$ cat config.mk
export PLATFORM = sky130hd
export DESIGN_NAME = rtc_calendar_core
export DESIGN_NICKNAME = d
export VERILOG_FILES = /design/src/rtl/rtc_cal_pkg.sv /design/src/rtl/rtc_prescaler.sv /design/src/rtl/rtc_bcd_cnt.sv /design/src/rtl/rtc_calendar_core.sv
export SDC_FILE = /design/constraint.sdc
export NUM_CORES = 1
export LEC_CHECK = 0
export BUFFER_PORTS_ARGS = -buffer_cell sky130_fd_sc_hd__buf_2
export CAP_MARGIN = 30
export CORE_MARGIN = 2
export CORE_UTILIZATION = 64
export DETAILED_ROUTE_END_ITERATION = 16
export PLACE_DENSITY = 0.82
export SYNTH_ARGS = -nofsm -noshare
export SYNTH_HDL_FRONTEND = slang
export SYNTH_HIERARCHICAL = 1
export SYNTH_SLANG_ARGS = --single-unit
$ cat constraint.sdc
create_clock -name clk_i -period 9.22 [get_ports clk_i]
set_clock_uncertainty 0.2 [all_clocks]
set_input_delay 0.461 -clock clk_i [delete_from_list [all_inputs] [get_ports clk_i]]
set_output_delay 0.461 -clock clk_i [all_outputs]
set_load 0.02 [all_outputs]
$ cat src/rtl/rtc_cal_pkg.sv
package rtc_cal_pkg;
  localparam int ADDR_W = 4;
  localparam int SUB_W  = 7;   // 128 ticks per second
  localparam logic [ADDR_W-1:0] A_SUB  = 4'd0;
  localparam logic [ADDR_W-1:0] A_SEC  = 4'd1;
  localparam logic [ADDR_W-1:0] A_MIN  = 4'd2;
  localparam logic [ADDR_W-1:0] A_HOUR = 4'd3;
  localparam logic [ADDR_W-1:0] A_WDAY = 4'd4;
  localparam logic [ADDR_W-1:0] A_DAY  = 4'd5;
  localparam logic [ADDR_W-1:0] A_MON  = 4'd6;
  localparam logic [ADDR_W-1:0] A_YEAR = 4'd7;
  localparam logic [ADDR_W-1:0] A_CENT = 4'd8;
  localparam logic [ADDR_W-1:0] A_CTLA = 4'd14;
  localparam logic [ADDR_W-1:0] A_CTLB = 4'd15;

  function automatic logic [7:0] bcd_inc(input logic [7:0] v);
    if (v[3:0] >= 4'd9) return {v[7:4] + 4'd1, 4'h0};
    return {v[7:4], v[3:0] + 4'd1};
  endfunction

  // divisible by 4 straight from BCD digits
  function automatic logic bcd_leap(input logic [7:0] y);
    if (y[4]) return (y[3:0] == 4'd2) || (y[3:0] == 4'd6);
    return (y[3:0] == 4'd0) || (y[3:0] == 4'd4) || (y[3:0] == 4'd8);
  endfunction

  function automatic logic [7:0] last_day(input logic [7:0] mon, input logic leap);
    case (mon)
      8'h02:                      return leap ? 8'h29 : 8'h28;
      8'h04, 8'h06, 8'h09, 8'h11: return 8'h30;
      default:                    return 8'h31;
    endcase
  endfunction
endpackage

$ cat src/rtl/rtc_prescaler.sv
module rtc_prescaler #(
  parameter int DIV = 256
) (
  input  logic clk_i,
  input  logic rst_ni,
  input  logic en_i,
  input  logic run_i,
  input  logic clr_i,
  output logic tick_o
);
  localparam int CNT_W = (DIV > 2) ? $clog2(DIV) : 1;
  localparam logic [CNT_W-1:0] LAST = CNT_W'(DIV - 1);

  logic [CNT_W-1:0] cnt_q;

  assign tick_o = run_i && en_i && !clr_i && (cnt_q == LAST);

  always_ff @(posedge clk_i or negedge rst_ni) begin
    if (!rst_ni)                cnt_q <= '0;
    else if (clr_i)             cnt_q <= '0;
    else if (run_i && en_i)     cnt_q <= (cnt_q == LAST) ? '0 : cnt_q + 1'b1;
  end


  presc_clr_chk: assert property (@(posedge clk_i) disable iff (!rst_ni)
    clr_i |=> !tick_o);
endmodule

$ cat src/rtl/rtc_bcd_cnt.sv
module rtc_bcd_cnt #(
  parameter logic [7:0] RESET_VAL = 8'h00,
  parameter logic [7:0] MIN_VAL   = 8'h00
) (
  input  logic       clk_i,
  input  logic       rst_ni,
  input  logic       inc_i,
  input  logic       load_i,
  input  logic [7:0] load_val_i,
  input  logic [7:0] max_i,
  output logic [7:0] val_o,
  output logic       wrap_o
);
  import rtc_cal_pkg::*;

  logic [7:0] val_q;

  assign val_o  = val_q;
  assign wrap_o = inc_i && (val_q == max_i);

  always_ff @(posedge clk_i or negedge rst_ni) begin
    if (!rst_ni)     val_q <= RESET_VAL;
    else if (load_i) val_q <= load_val_i;
    else if (inc_i)  val_q <= (val_q == max_i) ? MIN_VAL : bcd_inc(val_q);
  end


  wrap_min_chk: assert property (@(posedge clk_i) disable iff (!rst_ni)
    (inc_i && !load_i && val_q == max_i) |=> (val_q == MIN_VAL));

  hold_chk: assert property (@(posedge clk_i) disable iff (!rst_ni)
    (!inc_i && !load_i) |=> $stable(val_q));
endmodule

$ cat src/rtl/rtc_calendar_core.sv
module rtc_calendar_core #(
  parameter int PRESCALE_DIV    = 256,
  parameter bit FOUR_DIGIT_YEAR = 1'b1
) (
  input  logic       clk_i,
  input  logic       rst_ni,
  input  logic       tick_en_i,
  input  logic       we_i,
  input  logic [3:0] addr_i,
  input  logic [7:0] wdata_i,
  output logic [7:0] rdata_o,
  output logic       carry_irq_o
);
  import rtc_cal_pkg::*;

  localparam int NF = 8;  // sec, min, hour, wday, day, mon, year, cent
  localparam logic [SUB_W-1:0] SUB_LAST = '1;

  logic cf_q, cie_q, en_q, prst_q, start_q;
  logic running, tick;
  logic [SUB_W-1:0] sub_q;
  logic sec_inc;

  logic [7:0] fval  [NF];
  logic [7:0] fmax  [NF];
  logic [NF-1:0] finc, fwrap, fload;

  assign running = en_q && start_q && !prst_q;

  rtc_prescaler #(.DIV(PRESCALE_DIV)) i_presc (
    .clk_i, .rst_ni, .en_i(tick_en_i), .run_i(running), .clr_i(prst_q), .tick_o(tick)
  );

  always_ff @(posedge clk_i or negedge rst_ni) begin
    if (!rst_ni)     sub_q <= '0;
    else if (prst_q) sub_q <= '0;
    else if (tick)   sub_q <= sub_q + 1'b1;
  end

  assign sec_inc = tick && (sub_q == SUB_LAST);

  // carry cascade
  assign finc[0] = sec_inc;
  assign finc[1] = fwrap[0];
  assign finc[2] = fwrap[1];
  assign finc[3] = fwrap[2];
  assign finc[4] = fwrap[2];
  assign finc[5] = fwrap[4];
  assign finc[6] = fwrap[5];
  assign finc[7] = fwrap[6];

  assign fmax[0] = 8'h59;
  assign fmax[1] = 8'h59;
  assign fmax[2] = 8'h23;
  assign fmax[3] = 8'h06;
  assign fmax[4] = last_day(fval[5], bcd_leap(fval[6]));
  assign fmax[5] = 8'h12;
  assign fmax[6] = 8'h99;
  assign fmax[7] = 8'h99;

  for (genvar i = 0; i < NF; i++) begin : g_load
    assign fload[i] = we_i && !running && (addr_i == A_SEC + ADDR_W'(i));
  end

  rtc_bcd_cnt #(.RESET_VAL(8'h00), .MIN_VAL(8'h00)) i_sec (
    .clk_i, .rst_ni, .inc_i(finc[0]), .load_i(fload[0]), .load_val_i(wdata_i),
    .max_i(fmax[0]), .val_o(fval[0]), .wrap_o(fwrap[0]));
  rtc_bcd_cnt #(.RESET_VAL(8'h00), .MIN_VAL(8'h00)) i_min (
    .clk_i, .rst_ni, .inc_i(finc[1]), .load_i(fload[1]), .load_val_i(wdata_i),
    .max_i(fmax[1]), .val_o(fval[1]), .wrap_o(fwrap[1]));
  rtc_bcd_cnt #(.RESET_VAL(8'h00), .MIN_VAL(8'h00)) i_hour (
    .clk_i, .rst_ni, .inc_i(finc[2]), .load_i(fload[2]), .load_val_i(wdata_i),
    .max_i(fmax[2]), .val_o(fval[2]), .wrap_o(fwrap[2]));
  rtc_bcd_cnt #(.RESET_VAL(8'h00), .MIN_VAL(8'h00)) i_wday (
    .clk_i, .rst_ni, .inc_i(finc[3]), .load_i(fload[3]), .load_val_i(wdata_i),
    .max_i(fmax[3]), .val_o(fval[3]), .wrap_o(fwrap[3]));
  rtc_bcd_cnt #(.RESET_VAL(8'h01), .MIN_VAL(8'h01)) i_day (
    .clk_i, .rst_ni, .inc_i(finc[4]), .load_i(fload[4]), .load_val_i(wdata_i),
    .max_i(fmax[4]), .val_o(fval[4]), .wrap_o(fwrap[4]));
  rtc_bcd_cnt #(.RESET_VAL(8'h01), .MIN_VAL(8'h01)) i_mon (
    .clk_i, .rst_ni, .inc_i(finc[5]), .load_i(fload[5]), .load_val_i(wdata_i),
    .max_i(fmax[5]), .val_o(fval[5]), .wrap_o(fwrap[5]));
  rtc_bcd_cnt #(.RESET_VAL(8'h00), .MIN_VAL(8'h00)) i_year (
    .clk_i, .rst_ni, .inc_i(finc[6]), .load_i(fload[6]), .load_val_i(wdata_i),
    .max_i(fmax[6]), .val_o(fval[6]), .wrap_o(fwrap[6]));

  if (FOUR_DIGIT_YEAR) begin : g_cent
    rtc_bcd_cnt #(.RESET_VAL(8'h20), .MIN_VAL(8'h00)) i_cent (
      .clk_i, .rst_ni, .inc_i(finc[7]), .load_i(fload[7]), .load_val_i(wdata_i),
      .max_i(fmax[7]), .val_o(fval[7]), .wrap_o(fwrap[7]));
  end else begin : g_no_cent
    assign fval[7]  = 8'h00;
    assign fwrap[7] = 1'b0;
  end

  // control registers
  always_ff @(posedge clk_i or negedge rst_ni) begin
    if (!rst_ni) begin
      cf_q <= 1'b0; cie_q <= 1'b0;
      en_q <= 1'b0; prst_q <= 1'b0; start_q <= 1'b0;
    end else begin
      if (sec_inc)                                cf_q <= 1'b1;
      else if (we_i && addr_i == A_CTLA && !wdata_i[7]) cf_q <= 1'b0;
      if (we_i && addr_i == A_CTLA) cie_q <= wdata_i[4];
      if (we_i && addr_i == A_CTLB) begin
        en_q    <= wdata_i[3];
        prst_q  <= wdata_i[1];
        start_q <= wdata_i[0];
      end
    end
  end

  assign carry_irq_o = cf_q && cie_q;

  always_comb begin
    rdata_o = 8'h00;
    if (addr_i == A_SUB)                          rdata_o = {1'b0, sub_q};
    else if (addr_i >= A_SEC && addr_i <= A_CENT) rdata_o = fval[addr_i - A_SEC];
    else if (addr_i == A_CTLA)                    rdata_o = {cf_q, 2'b00, cie_q, 4'h0};
    else if (addr_i == A_CTLB)                    rdata_o = {4'h0, en_q, 1'b0, prst_q, start_q};
  end


  run_write_ignored_chk: assert property (@(posedge clk_i) disable iff (!rst_ni)
    (we_i && running && addr_i == A_MIN && !finc[1]) |=> (fval[1] == $past(fval[1])));

  carry_set_chk: assert property (@(posedge clk_i) disable iff (!rst_ni)
    sec_inc |=> cf_q);

  halt_hold_chk: assert property (@(posedge clk_i) disable iff (!rst_ni)
    (!running && !prst_q) |=> $stable(sub_q));

  irq_gate_chk: assert property (@(posedge clk_i) disable iff (!rst_ni)
    !cie_q |-> !carry_irq_o);

  wday_range_chk: assert property (@(posedge clk_i) disable iff (!rst_ni)
    (finc[3] && fval[3] == 8'h06) |=> (fval[3] == 8'h00));
endmodule

==> results of run 1 <==
==> critical path, stage by stage (launching register included) <==
cell and delay, ps:
dfrtp_1 580, nand3b_1 290, inv_1 160, nand2_1 170
nor4_1 690, nand4_1 250, nor2_1 210, and2_1 350
inv_1 170, nor3_1 210, buf_4 220, inv_1 120
nor3_1 210, buf_4 220, inv_1 110, nor3_2 190
buf_4 260, inv_1 200, nor3_1 710, inv_1 360
nor3_1 790, inv_1 260, nor3_1 240, buf_4 220
inv_1 110, nor3_1 350, o211ai_1 150
==> area by class of cell <==
cell class	instances	area, µm²	area share
clock inverter	5	36.28	0.004526
clock buffer	11	242.7	0.03027
multi-input combinational	707	5145	0.6417
tap	143	178.9	0.02232
inverter	37	138.9	0.01732
timing repair buffer	30	170.2	0.02122
sequential	84	2106	0.2626
==> repair_timing <==
action,in CTS,in global routing
buffers inserted,0,0
hold endpoints to repair,28,0
hold buffers,1,0
==> cell families after synthesis <==
family                     share of synthesized area
adders and majority gates                    0.06415
buffers and inverters                        0.05233
DFF                                           0.2841
xor gates and xnor gates                     0.08710
AOI/OAI and AO/OA                             0.2048
muxes                                        0.08525
and+or+nand+nor                               0.2213
other                                       0.001013
==> flip-flops by register name (all words and copies together) (netlist names), 7 cells and up <==
register	count
i_min/val_o	8
i_presc/cnt_q	8
i_sec/val_o	8
i_day/val_o	8
i_mon/val_o	8
sub_q	7
g_cent.i_cent/val_o	8
i_wday/val_o	8
i_hour/val_o	8
i_year/val_o	8
==> cells in the final DEF (no fill, tap or decap), types with 8 or more instances in the layout <==
master     count
o21ai_0       22
nand3_1       28
nand2_1       79
nand4_1       36
ha_1          38
o21ai_1        9
mux4_1        15
clkbuf_16      9
nor3_1        16
nor2_1        43
clkinv_1       8
xnor2_1       64
conb_1        61
a31oi_1       13
o22a_1         9
a211oi_1       9
o2111ai_1     24
a21oi_1       31
dfrtp_1       81
and2_1        12
inv_1         29
o22ai_1       14
buf_2         23
o211ai_1      17
and3_1        16
mux2i_1       17
a2bb2oi_1     20
==> synth_stat cells, types with 5 or more instances <==
| master | n | area, µm² |
|---|---|---|
| buf_1 | 6 | 22.52 |
| buf_2 | 9 | 45.04 |
| o31ai_1 | 7 | 52.55 |
| mux4_1 | 15 | 394.1 |
| o21ai_0 | 22 | 110.1 |
| o21ai_1 | 9 | 45.04 |
| a2bb2oi_1 | 20 | 175.2 |
| inv_1 | 29 | 108.9 |
| clkbuf_1 | 16 | 60.06 |
| o211ai_1 | 17 | 127.6 |
| a31oi_1 | 13 | 81.33 |
| and2_1 | 12 | 75.07 |
| nand2_1 | 79 | 296.5 |
| nor2_1 | 43 | 161.4 |
| a21boi_0 | 6 | 45.04 |
| buf_6 | 9 | 101.4 |
| o22a_1 | 9 | 78.83 |
| xnor2_1 | 64 | 560.5 |
| clkinv_1 | 8 | 30.03 |
| a21oi_1 | 31 | 155.2 |
| nor3b_1 | 7 | 52.55 |
| or3b_1 | 6 | 52.55 |
| and3_1 | 16 | 100.1 |
| nor3_1 | 17 | 85.08 |
| xor2_1 | 6 | 52.55 |
| nand2b_1 | 5 | 31.28 |
| or3_1 | 5 | 31.28 |
| a211oi_1 | 9 | 67.56 |
| and4b_1 | 7 | 70.07 |
| ha_1 | 38 | 475.5 |
| nand4_1 | 36 | 225.2 |
| mux2i_1 | 17 | 170.2 |
| dfrtp_1 | 81 | 2027 |
| nand3_1 | 28 | 140.1 |
| o22ai_1 | 14 | 87.58 |
| o2111ai_1 | 24 | 210.2 |
==> how the worst max path moves through the flow <==
stage / start / endpoint / depth (start not counted)
floorplan: prst_q / g_cent.i_cent/val_o[6] / 30
global placement: prst_q / g_cent.i_cent/val_o[6] / 26
detailed placement: prst_q / g_cent.i_cent/val_o[7] / 26
CTS: prst_q / g_cent.i_cent/val_o[7] / 26
global route: prst_q / g_cent.i_cent/val_o[7] / 26
finish: prst_q / g_cent.i_cent/val_o[6] / 26
==> routing by layer <==
| metal | routed length [µm] | vias to the layer above |
|---|---|---|
| met5 | 0 | - |
| met4 | 721 | 0 |
| met3 | 1469 | 64 |
| met2 | 9442 | 371 |
| met1 | 8316 | 3303 |
| li1 | - | 3121 |
==> through the flow <==
| stage | utilization | instance area [µm²] |
|---|---|---|
| detailed placement | 0.6798 | 7729 |
| floorplan | - | 7634 |
| global route | 0.7052 | 8018 |
| global placement | 0.6798 | 7729 |
| CTS | 0.7052 | 8018 |
| finish | 0.7052 | 8018 |
==> where the power goes <==
part	switching [µW]	leakage, µW	internal (µW)
clock network	157	0.000128	191
registers	167	0.000970	438
logic	251	0.00224	232
total	575	0.00334	861
==> impl_results.md, run 1 <==
* Run status: complete, no violations
* Avg WL per Cell at ~20 µm
* First DRT Iteration DRCs at around 950
* Post-Syn Instances at 810
* Max-cap violation count at 0
* Number of global-route vias before repair at about 6500
* Hold_ws at 235.7 ps
* Ports at 25
* Fin. Hold Viols at 0
* WHS Endpoint: i_presc/cnt_q[1]
* Final worst path period need at 8161 ps
* Routed WL at 19950 µm
* Synth cell types at 73
* Chip width at approximately 110 µm
* Sequential cell area fraction in the yosys report at 0.2841
* Ys flop type: dfrtp_1
* Max Slew Vio Count at 0
* Worst Path Required at 9240 ps
* Core Rows at 39
* Setup violations, final at 0
* Hold Crit Start: tick_en_i
* Die height at between 100 and 150 µm
* PD cells at 179.0 nW/µm²
* Remaining Overflow, GRT at 0
* Synthesized flop and latch total at 84
* Setup CP Type: reg2reg
* Latest clock arrival within the worst-skew pair at 350 ps
* Reg-to-reg startpoint: prst_q
* Syn avg cell area at 9.151 µm²
* Crit Path Max Fanout at 20
* Met3 Resource Use GR at 0.04192
* Clock root buffer master: clkbuf_16
* Antenna Nets Post-Route at 0
* Grt met2 use at 0.5423
* Post-CTS Resized at 0
* Die ar. at 12460 µm²
* Inst Count DP at 1000
* Layout net count at 923
* Via Count at ~6900
* VDD IR max at 0.1223 mV
* # DRC at 0
* Max Fclk at roughly 120 MHz
* Worst-case reg-to-reg path depth at 26
* CTS tree: done
* Grt peak-use layer: met2
* Yosys Warn Count at 6
* Total GRT Usage at 0.3252
* Worst-margin pin slew at 865.7 ps
* Hpwl dp at between 10000 and 15000 µm
* Initial antenna violation count at 0
* Ys async rst share at 1.000
* Period utilisation layout at 0.8852
* Final TNS setup at 0 ps
* Area growth syn-to-layout at 8.170%
* Clk pin slew, worst setup/hold paths at 70 ps
* H-tree depth at 3
* Largest net degree at the start of global routing at between 50 and 60
* Mapped cell area at 7412 µm²
* First-pass GRT wire length at 32530 µm
* Starting Density at 0.6519
* GRT met1 Usage at 0.4306
* Unrepaired setup endpoints after global routing: false
* Fraction of final layout cells sized beyond drive strength 1 at 0.09611
* Fillers at 871
* Final GP Congestion at 0.9572
* Reg2reg end: g_cent.i_cent/val_o[6]
* Worst setup SP type: flop
* Relative slew slack at 0.4175
* Critical Path Sink Type: flop
* N_diodes at 0
* Power Total at 1435 µW
* EDFF count, synth at 0
* Worst Path Arrival at 8180 ps
* Via/cell ratio at between 6 and 7
* # port buffers at 24
* Pleak at 0.003335 µW
* Number of cells on the worst hold path at 3
* Placeable Area at about 11000 µm²
* Post-Place Setup Slack at 1316 ps
* Num CTS Buffers at 9
* Fin cells at 1017
* R2R setup slack at ~1100 ps
* Clock sink count at 84
* CTS max path bufs at 2
* DRT Pass-1 Iters at 7
* Setup ws final at 1059 ps
* Min-delay worst type: in2reg
No activity file was read; power rests on OpenSTA's default activity.
==> run 2, diff against run 1 <==
PLACE_DENSITY = 0.86   (was 0.82)
==> impl_results.md, run 2 (synthesis gave the netlist of run 1 again) <==
* First-pass GRT wire length at 33160 µm (+1.9%)
* Worst-margin pin slew at 938.8 ps (+73.09 ps)
* Top Layer Used: met4
* Metal3 WL at 1934 µm (+32%)
* Die height at 111.6 µm (unchanged)
* Die ar. at 12460 µm² (unchanged)
* Number of global-route vias before repair at 6499 (-0.57%)
* Commonest non-fill, non-tap cell in the layout: dfrtp_1
* Pleak at 0.003334 µW (about the same)
* Crit Path Max Fanout at 20 (unchanged)
* Run status: complete, no violations
* Clock sink count at 84 (unchanged)
* Min-delay worst type: in2reg
* Antenna Nets Post-Route at 0 (unchanged)
* CP top delay family: simple AND/OR/NAND/NOR gates
* Final GP Congestion at 0.9477 (-0.99%)
* Clock root buffer master: clkbuf_16
* Starting Density at 0.6519 (unchanged)
* Worst Path Required at 9230 ps (about the same)
* Setup violations, final at 0 (unchanged)
* Max-cap violation count at 0 (unchanged)
* Ports at 25 (unchanged)
* Latest clock arrival within the worst-skew pair at 350 ps (about the same)
* Total GRT Usage at 0.3324 (+0.007209)
* CTS max path bufs at 2 (unchanged)
* Final TNS setup at 0 ps (unchanged)
* Most used cell, CP: inv_1
* Fillers at 861 (-1.1%)
* Final worst path period need at 8393 ps (+231.2 ps)
* Via Count at 6827 (-0.47%)
* Area growth syn-to-layout at 8.238% (about the same)
* Largest net degree at the start of global routing at 46 (-19%)
* Slowest cell on the critical path: nor4_1
* Layout net count at 923 (unchanged)
* Met1 wire length at 8197 µm (-1.4%)
* Placeable Area at 11370 µm² (unchanged)
* Via/cell ratio at 6.706 (-0.56%)
* H-tree depth at 3 (unchanged)
* Post CTS Setup Buffer Count at 0 (unchanged)
* CP max stage delay at 750 ps (-40 ps)
* Fin. Hold Viols at 0 (unchanged)
* CTS tree: done
* Initial antenna violation count at 1 (+1)
* Wire length on met2 at 9489 µm (+0.50%)
* Chip width at 111.6 µm (unchanged)
* Num CTS Buffers at 9 (unchanged)
* Critical Path Sink Type: flop
* VDD IR max at 0.1285 mV (+5.1%)
* # port buffers at 24 (unchanged)
* # DRC at 0 (unchanged)
* Worst Path Arrival at 8410 ps (+230 ps)
* Clk pin slew, worst setup/hold paths at 60 ps (about the same)
* R2R setup slack at 830 ps (-230 ps)
* Worst setup SP type: flop
* Core Rows at 39 (unchanged)
* Period utilisation layout at 0.9103 (+0.02508)
* Routed WL at 20320 µm (+1.8%)
* PD cells at 178.2 nW/µm² (-0.48%)
* Power Total at 1429 µW (-0.42%)
* Unrepaired setup endpoints after global routing: false
* Fraction of final layout cells sized beyond drive strength 1 at 0.09840 (+0.002288)
* Setup CP Type: reg2reg
* Commonest non-fill, non-tap cells in the layout: 81 x dfrtp_1, 79 x nand2_1, 64 x xnor2_1, 61 x conb_1, 43 x nor2_1
* Relative slew slack at 0.3684 (-0.04918)
* DRT Pass-1 Iters at 5 (-2)
* Remaining Overflow, GRT at 0 (unchanged)
* First DRT Iteration DRCs at 760 (-20%)
* Max Slew Vio Count at 0 (unchanged)
* Avg WL per Cell at 19.96 µm (+1.7%)
* Max Fclk at 119.2 MHz (-2.8%)
* Hpwl dp at 14280 µm (+2.7%)
* Post-layout util at 0.7056 (about the same)
* Buf/Inv on CP at 12 (unchanged)
[run 2: repair_timing]
| item | 4_1_cts | 5_1_grt |
|---|---|---|
| endpoints found under the setup margin | 0 | 5 |
| hold buffers | 1 | 0 |
| resized for setup | 0 | 1 |
| hold endpoints to repair | 38 | 0 |
[run 2: routing by layer]
layer	up-vias	global-route usage
li1	3118	-
met1	3248	0.4527
met2	388	0.5280
met3	73	0.05770
met4	0	0.1416
met5	-	0
[run 2: path summary, 6_finish.rpt]
check,start,to,cells past startpoint
setup / recovery,prst_q,g_cent.i_cent/val_o[6],26
hold / removal,tick_en_i,i_presc/cnt_q[1],3
setup reg to reg,prst_q,g_cent.i_cent/val_o[6],26
hold reg to reg,cie_q,cie_q,1
max in group asynchronous,rst_ni,i_hour/val_o[5],3
min in group asynchronous,rst_ni,i_presc/cnt_q[5],2
[run 2: area by class of cell]
cell class / instances / area [µm²] / share of cell area
clock inverter: 6 / 40.04 / 0.004991
timing repair buffer: 30 / 167.7 / 0.02090
multi-input combinational: 707 / 5150 / 0.6419
inverter: 37 / 138.9 / 0.01731
clock buffer: 10 / 239.0 / 0.02979
tap: 143 / 178.9 / 0.02230
antenna: 1 / 2.502 / 0.0003119
sequential: 84 / 2106 / 0.2625
[run 2: stage by stage]
stage               instance area, µm²  std cells  hold WS [ps]  setup WS, ps
floorplan                         7634        869        -34.59          2034
global placement                  7721        999         270.2         856.9
detailed placement                7726       1000         271.5         928.0
CTS                               8015       1017         221.6         770.9
global route                      8020       1017         257.5         139.4
finish                            8023       1018         228.8         827.4
[run 2: where the power goes]
group	total [µW]	switching [µW]	internal, µW
sequential	605	167	438
combinational	482	248	233
clock	343	154	189
[run 2: tightest hold or removal path: cells and delay by family]
family / cells / cell delay (ps)
compound gates: 1 / 60
simple gates: 1 / 80
buf+inv: 1 / 130
==> run 3, diff against run 2 <==
CORE_UTILIZATION = 63   (was 64)
PLACE_DENSITY = 0.85   (was 0.86)
SYNTH_HIERARCHICAL = not set   (was 1)
==> impl_results.md, run 3 <==
* H-tree depth at 3 (unchanged)
* Cell Int Power at 766.2 µW (-11%)
* Crit Path Max Fanout at 19 (-5.0%)
* Inst Count DP at 858 (-14%)
* Setup CP Type: in2out
* Relative slew slack at 0.3710 (+0.002667)
* Psw at 534.9 µW (-6.1%)
* Ranking of synthesized cells by area: dfrtp_1 31%, ha_1 9.9%, mux4_2 5.6%
* Seq pwr share at 0.461 (+0.038)
* Largest net degree at the start of global routing at 48 (+4.3%)
* Compound-Gate Fraction of Synth Area at 0.1747 (-0.03008)
* R2R setup slack at 5530 ps (+4700 ps)
* Syn avg cell area at 8.853 µm² (-3.3%)
* Post-synthesis mux area share at 0.08860 (+0.003354)
* Ys async rst share at 1.000 (unchanged)
* Total GRT Usage at 0.3412 (+0.008752)
* Top-count cell post-synth: nand2_1
* Die height at 105.2 µm (-5.7%)
* Initial antenna violation count at 0 (-1)
* Worst-case reg-to-reg path depth at 7 (-73%)
* Period utilisation layout at 0.4233 (-0.4869)
* Max Slew Vio Count at 0 (unchanged)
* Unrepaired setup endpoints after global routing: false
* Clock sink count at 84 (unchanged)
* Hpwl dp at 13390 µm (-6.2%)
* Worst-margin pin slew at 936.3 ps (-2.547 ps)
* Via/cell ratio at 6.850 (+2.1%)
* Largest family of logic cells by synthesized area: simple AND/OR/NAND/NOR gates
* XOR/XNOR share of the synthesized area at 0.01629 (-0.07082)
* Critical Path Sink Type: primary output
* EDFF count, synth at 0 (unchanged)
* Fin. Hold Viols at 0 (unchanged)
* Max Fclk at 256.2 MHz (+120%)
* Reg-to-reg startpoint: prst_q
* Layout net count at 804 (-13%)
* Setup ws final at 5317 ps (+4489 ps)
* Reg2reg end: g_cent.i_cent.val_o[6]
* Final worst path period need at 3903 ps (-4489 ps)
* Fin cells at 875 (-14%)
* Via Count at 5994 (-12%)
* Synth area leader: dfrtp_1
* Number of cells on the worst hold path at 3 (unchanged)
* Min-delay worst type: in2reg
* Sequential cell area fraction in the yosys report at 0.3263 (+0.04219)
* N_diodes at 0 (-1)
* Worst setup SP type: input pin
* CTS tree: done
* Setup violations, final at 0 (unchanged)
* PD cells at 190.2 nW/µm² (+6.8%)
* Clock root buffer master: clkbuf_8
* Run status: complete, no violations
* Latest clock arrival within the worst-skew pair at 380 ps (+30 ps)
* Worst Path Required at 8560 ps (-670 ps)
* First-pass GRT wire length at 29590 µm (-11%)
* Fraction of final layout cells sized beyond drive strength 1 at 0.1132 (+0.01481)
* Placeable Area at 9864 µm² (-13%)
* Die ar. at 11070 µm² (-11%)
* # port buffers at 24 (unchanged)
* Mapped cell area at 6454 µm² (-13%)
* Pleak at 0.002998 µW (-10%)
* Synth top cells by count: 83 x nand2_1, 81 x dfrtp_1, 66 x nor2_1
* Synthesized flop and latch total at 84 (unchanged)
* Area growth syn-to-layout at 5.971%
* Num CTS Buffers at 9 (unchanged)
* Post-synthesis adder-cell area fraction at 0.09888 (+0.03473)
* Number of global-route vias before repair at 5782 (-11%)
* Remaining Overflow, GRT at 0 (unchanged)
* Final TNS setup at 0 ps (unchanged)
* Ports at 25 (unchanged)
* Commonest non-fill, non-tap cells in the layout: 83 x nand2_1, 81 x dfrtp_1, 66 x nor2_1, 51 x ha_1, 43 x inv_1
* Clk network pwr share at 0.206 (-0.034)
* Syn Nets at 796
* Starting Density at 0.6542 (+0.002316)
* Share of Yosys cell area claimed by the top area cell type at 0.3141 (+0.04061)
* Switching Fraction at 0.4111 (+0.01256)
* Core Rows at 36 (-7.7%)
* Avg WL per Cell at 20.81 µm (+4.3%)
* Comb power frac at 0.334 (-0.003)
* DRT Pass-1 Iters at 6 (+1)
* Clk pin slew, worst setup/hold paths at 80 ps (+20 ps)
* Ys flop type: dfrtp_1
* Final GP Congestion at 1.007 (+6.3%)
* Yosys Warn Count at 0 (-6)
* Hold Crit Start: we_i
* Power Total at 1301 µW (-9.0%)
* Worst Path Arrival at 3240 ps (-5170 ps)
* Commonest non-fill, non-tap cell in the layout: nand2_1
* Chip width at 105.2 µm (-5.7%)
* # DRC at 0 (unchanged)
* Post-Place Setup Slack at 5341 ps (+4413 ps)
* VDD IR max at 0.1511 mV (+18%)
* WHS Endpoint: cie_q
* First DRT Iteration DRCs at 699 (-8.0%)
* Synth cell types at 75 (+2.7%)
* Max-cap violation count at 0 (unchanged)
* Post CTS Setup Buffer Count at 0 (unchanged)
* Post-Syn Instances at 729 (-10%)
* Routed WL at 18210 µm (-10%)
* Antenna Nets Post-Route at 0 (unchanged)
* Synth Area in Simple Gates at 0.2509 (+0.02957)
* CTS max path bufs at 2 (unchanged)
==> run 3: cell types whose count changed in the layout (fill, tap and decap cells not counted), sizes merged, moves of 14 or more <==
cell / delta
conb: -61
a2bb2oi: -22
xnor2: -62
nand4: -28
inv: +14
o2111ai: -20
nor2: +22
==> run 3: worst max path at each step <==
stage / endpoint / startpoint / slack, ps
final: rdata_o[4] / addr_i[0] / 5320
after global routing: rdata_o[4] / addr_i[0] / 5090
after CTS: rdata_o[4] / addr_i[0] / 5330
after detailed placement: rdata_o[4] / addr_i[0] / 5340
after global placement: rdata_o[4] / addr_i[0] / 5440
after floorplan: rdata_o[1] / addr_i[0] / 5140
==> run 3: cell families (layout without fill, tap and decap cells) <==
| group | Yosys count | in the layout |
|---|---|---|
| xor+xnor | 12 | 12 |
| flops | 84 | 84 |
| fa+ha+maj | 51 | 51 |
| compound gates | 164 | 164 |
| mux | 36 | 36 |
| simple gates | 308 | 308 |
| buf+inv | 74 | 87 |
==> run 3: cell type report <==
class,instances,area [µm²]
Fill cell,761,3025
Inverter,43,161.4
Clock buffer,9,123.9
Clock inverter,7,67.56
Sequential cell,84,2106
Tap cell,133,166.4
Timing Repair Buffer,28,152.6
Multi-Input combinational cell,571,4061
==> run 3: critical path: stages <==
cell and delay [ps]:
buf_2 410, inv_1 170, ha_1 810, mux4_2 600, mux2_2 300, a221oi_1 270
nor2_1 60, buf_2 160
==> run 3: layer usage <==
| metal | vias up | track usage | part of all wire |
|---|---|---|---|
| met2 | 368 | 0.5115 | 0.44 |
| met3 | 96 | 0.1200 | 0.12 |
| met4 | 2 | 0.1590 | 0.054 |
| met1 | 2825 | 0.4396 | 0.39 |
| met5 | - | 0.04286 | 0.0031 |
| li1 | 2703 | - | - |
==> run 3: timing repair <==
action                                 in CTS  in global routing
endpoints found under the hold margin      37                  0
hold buffers                                1                  0
gates resized for setup                     0                  0
==> run 3: power groups by stage <==
stage               Clock, µW  Sequential [µW]  Combinational, µW
floorplan                   0              528                341
global placement            0              593                402
detailed placement          0              596                425
CTS                       267              588                429
global route              281              608                487
finish                    268              599                434
==> run 3: through the flow <==
stage	util	hold slack, ps	cell area, µm²
finish	0.6933	221.9	6839
global route	0.6933	252.4	6839
CTS	0.6933	216.9	6839
detailed placement	0.6729	262.2	6638
global placement	0.6724	259.2	6633
floorplan	-	-34.59	6454
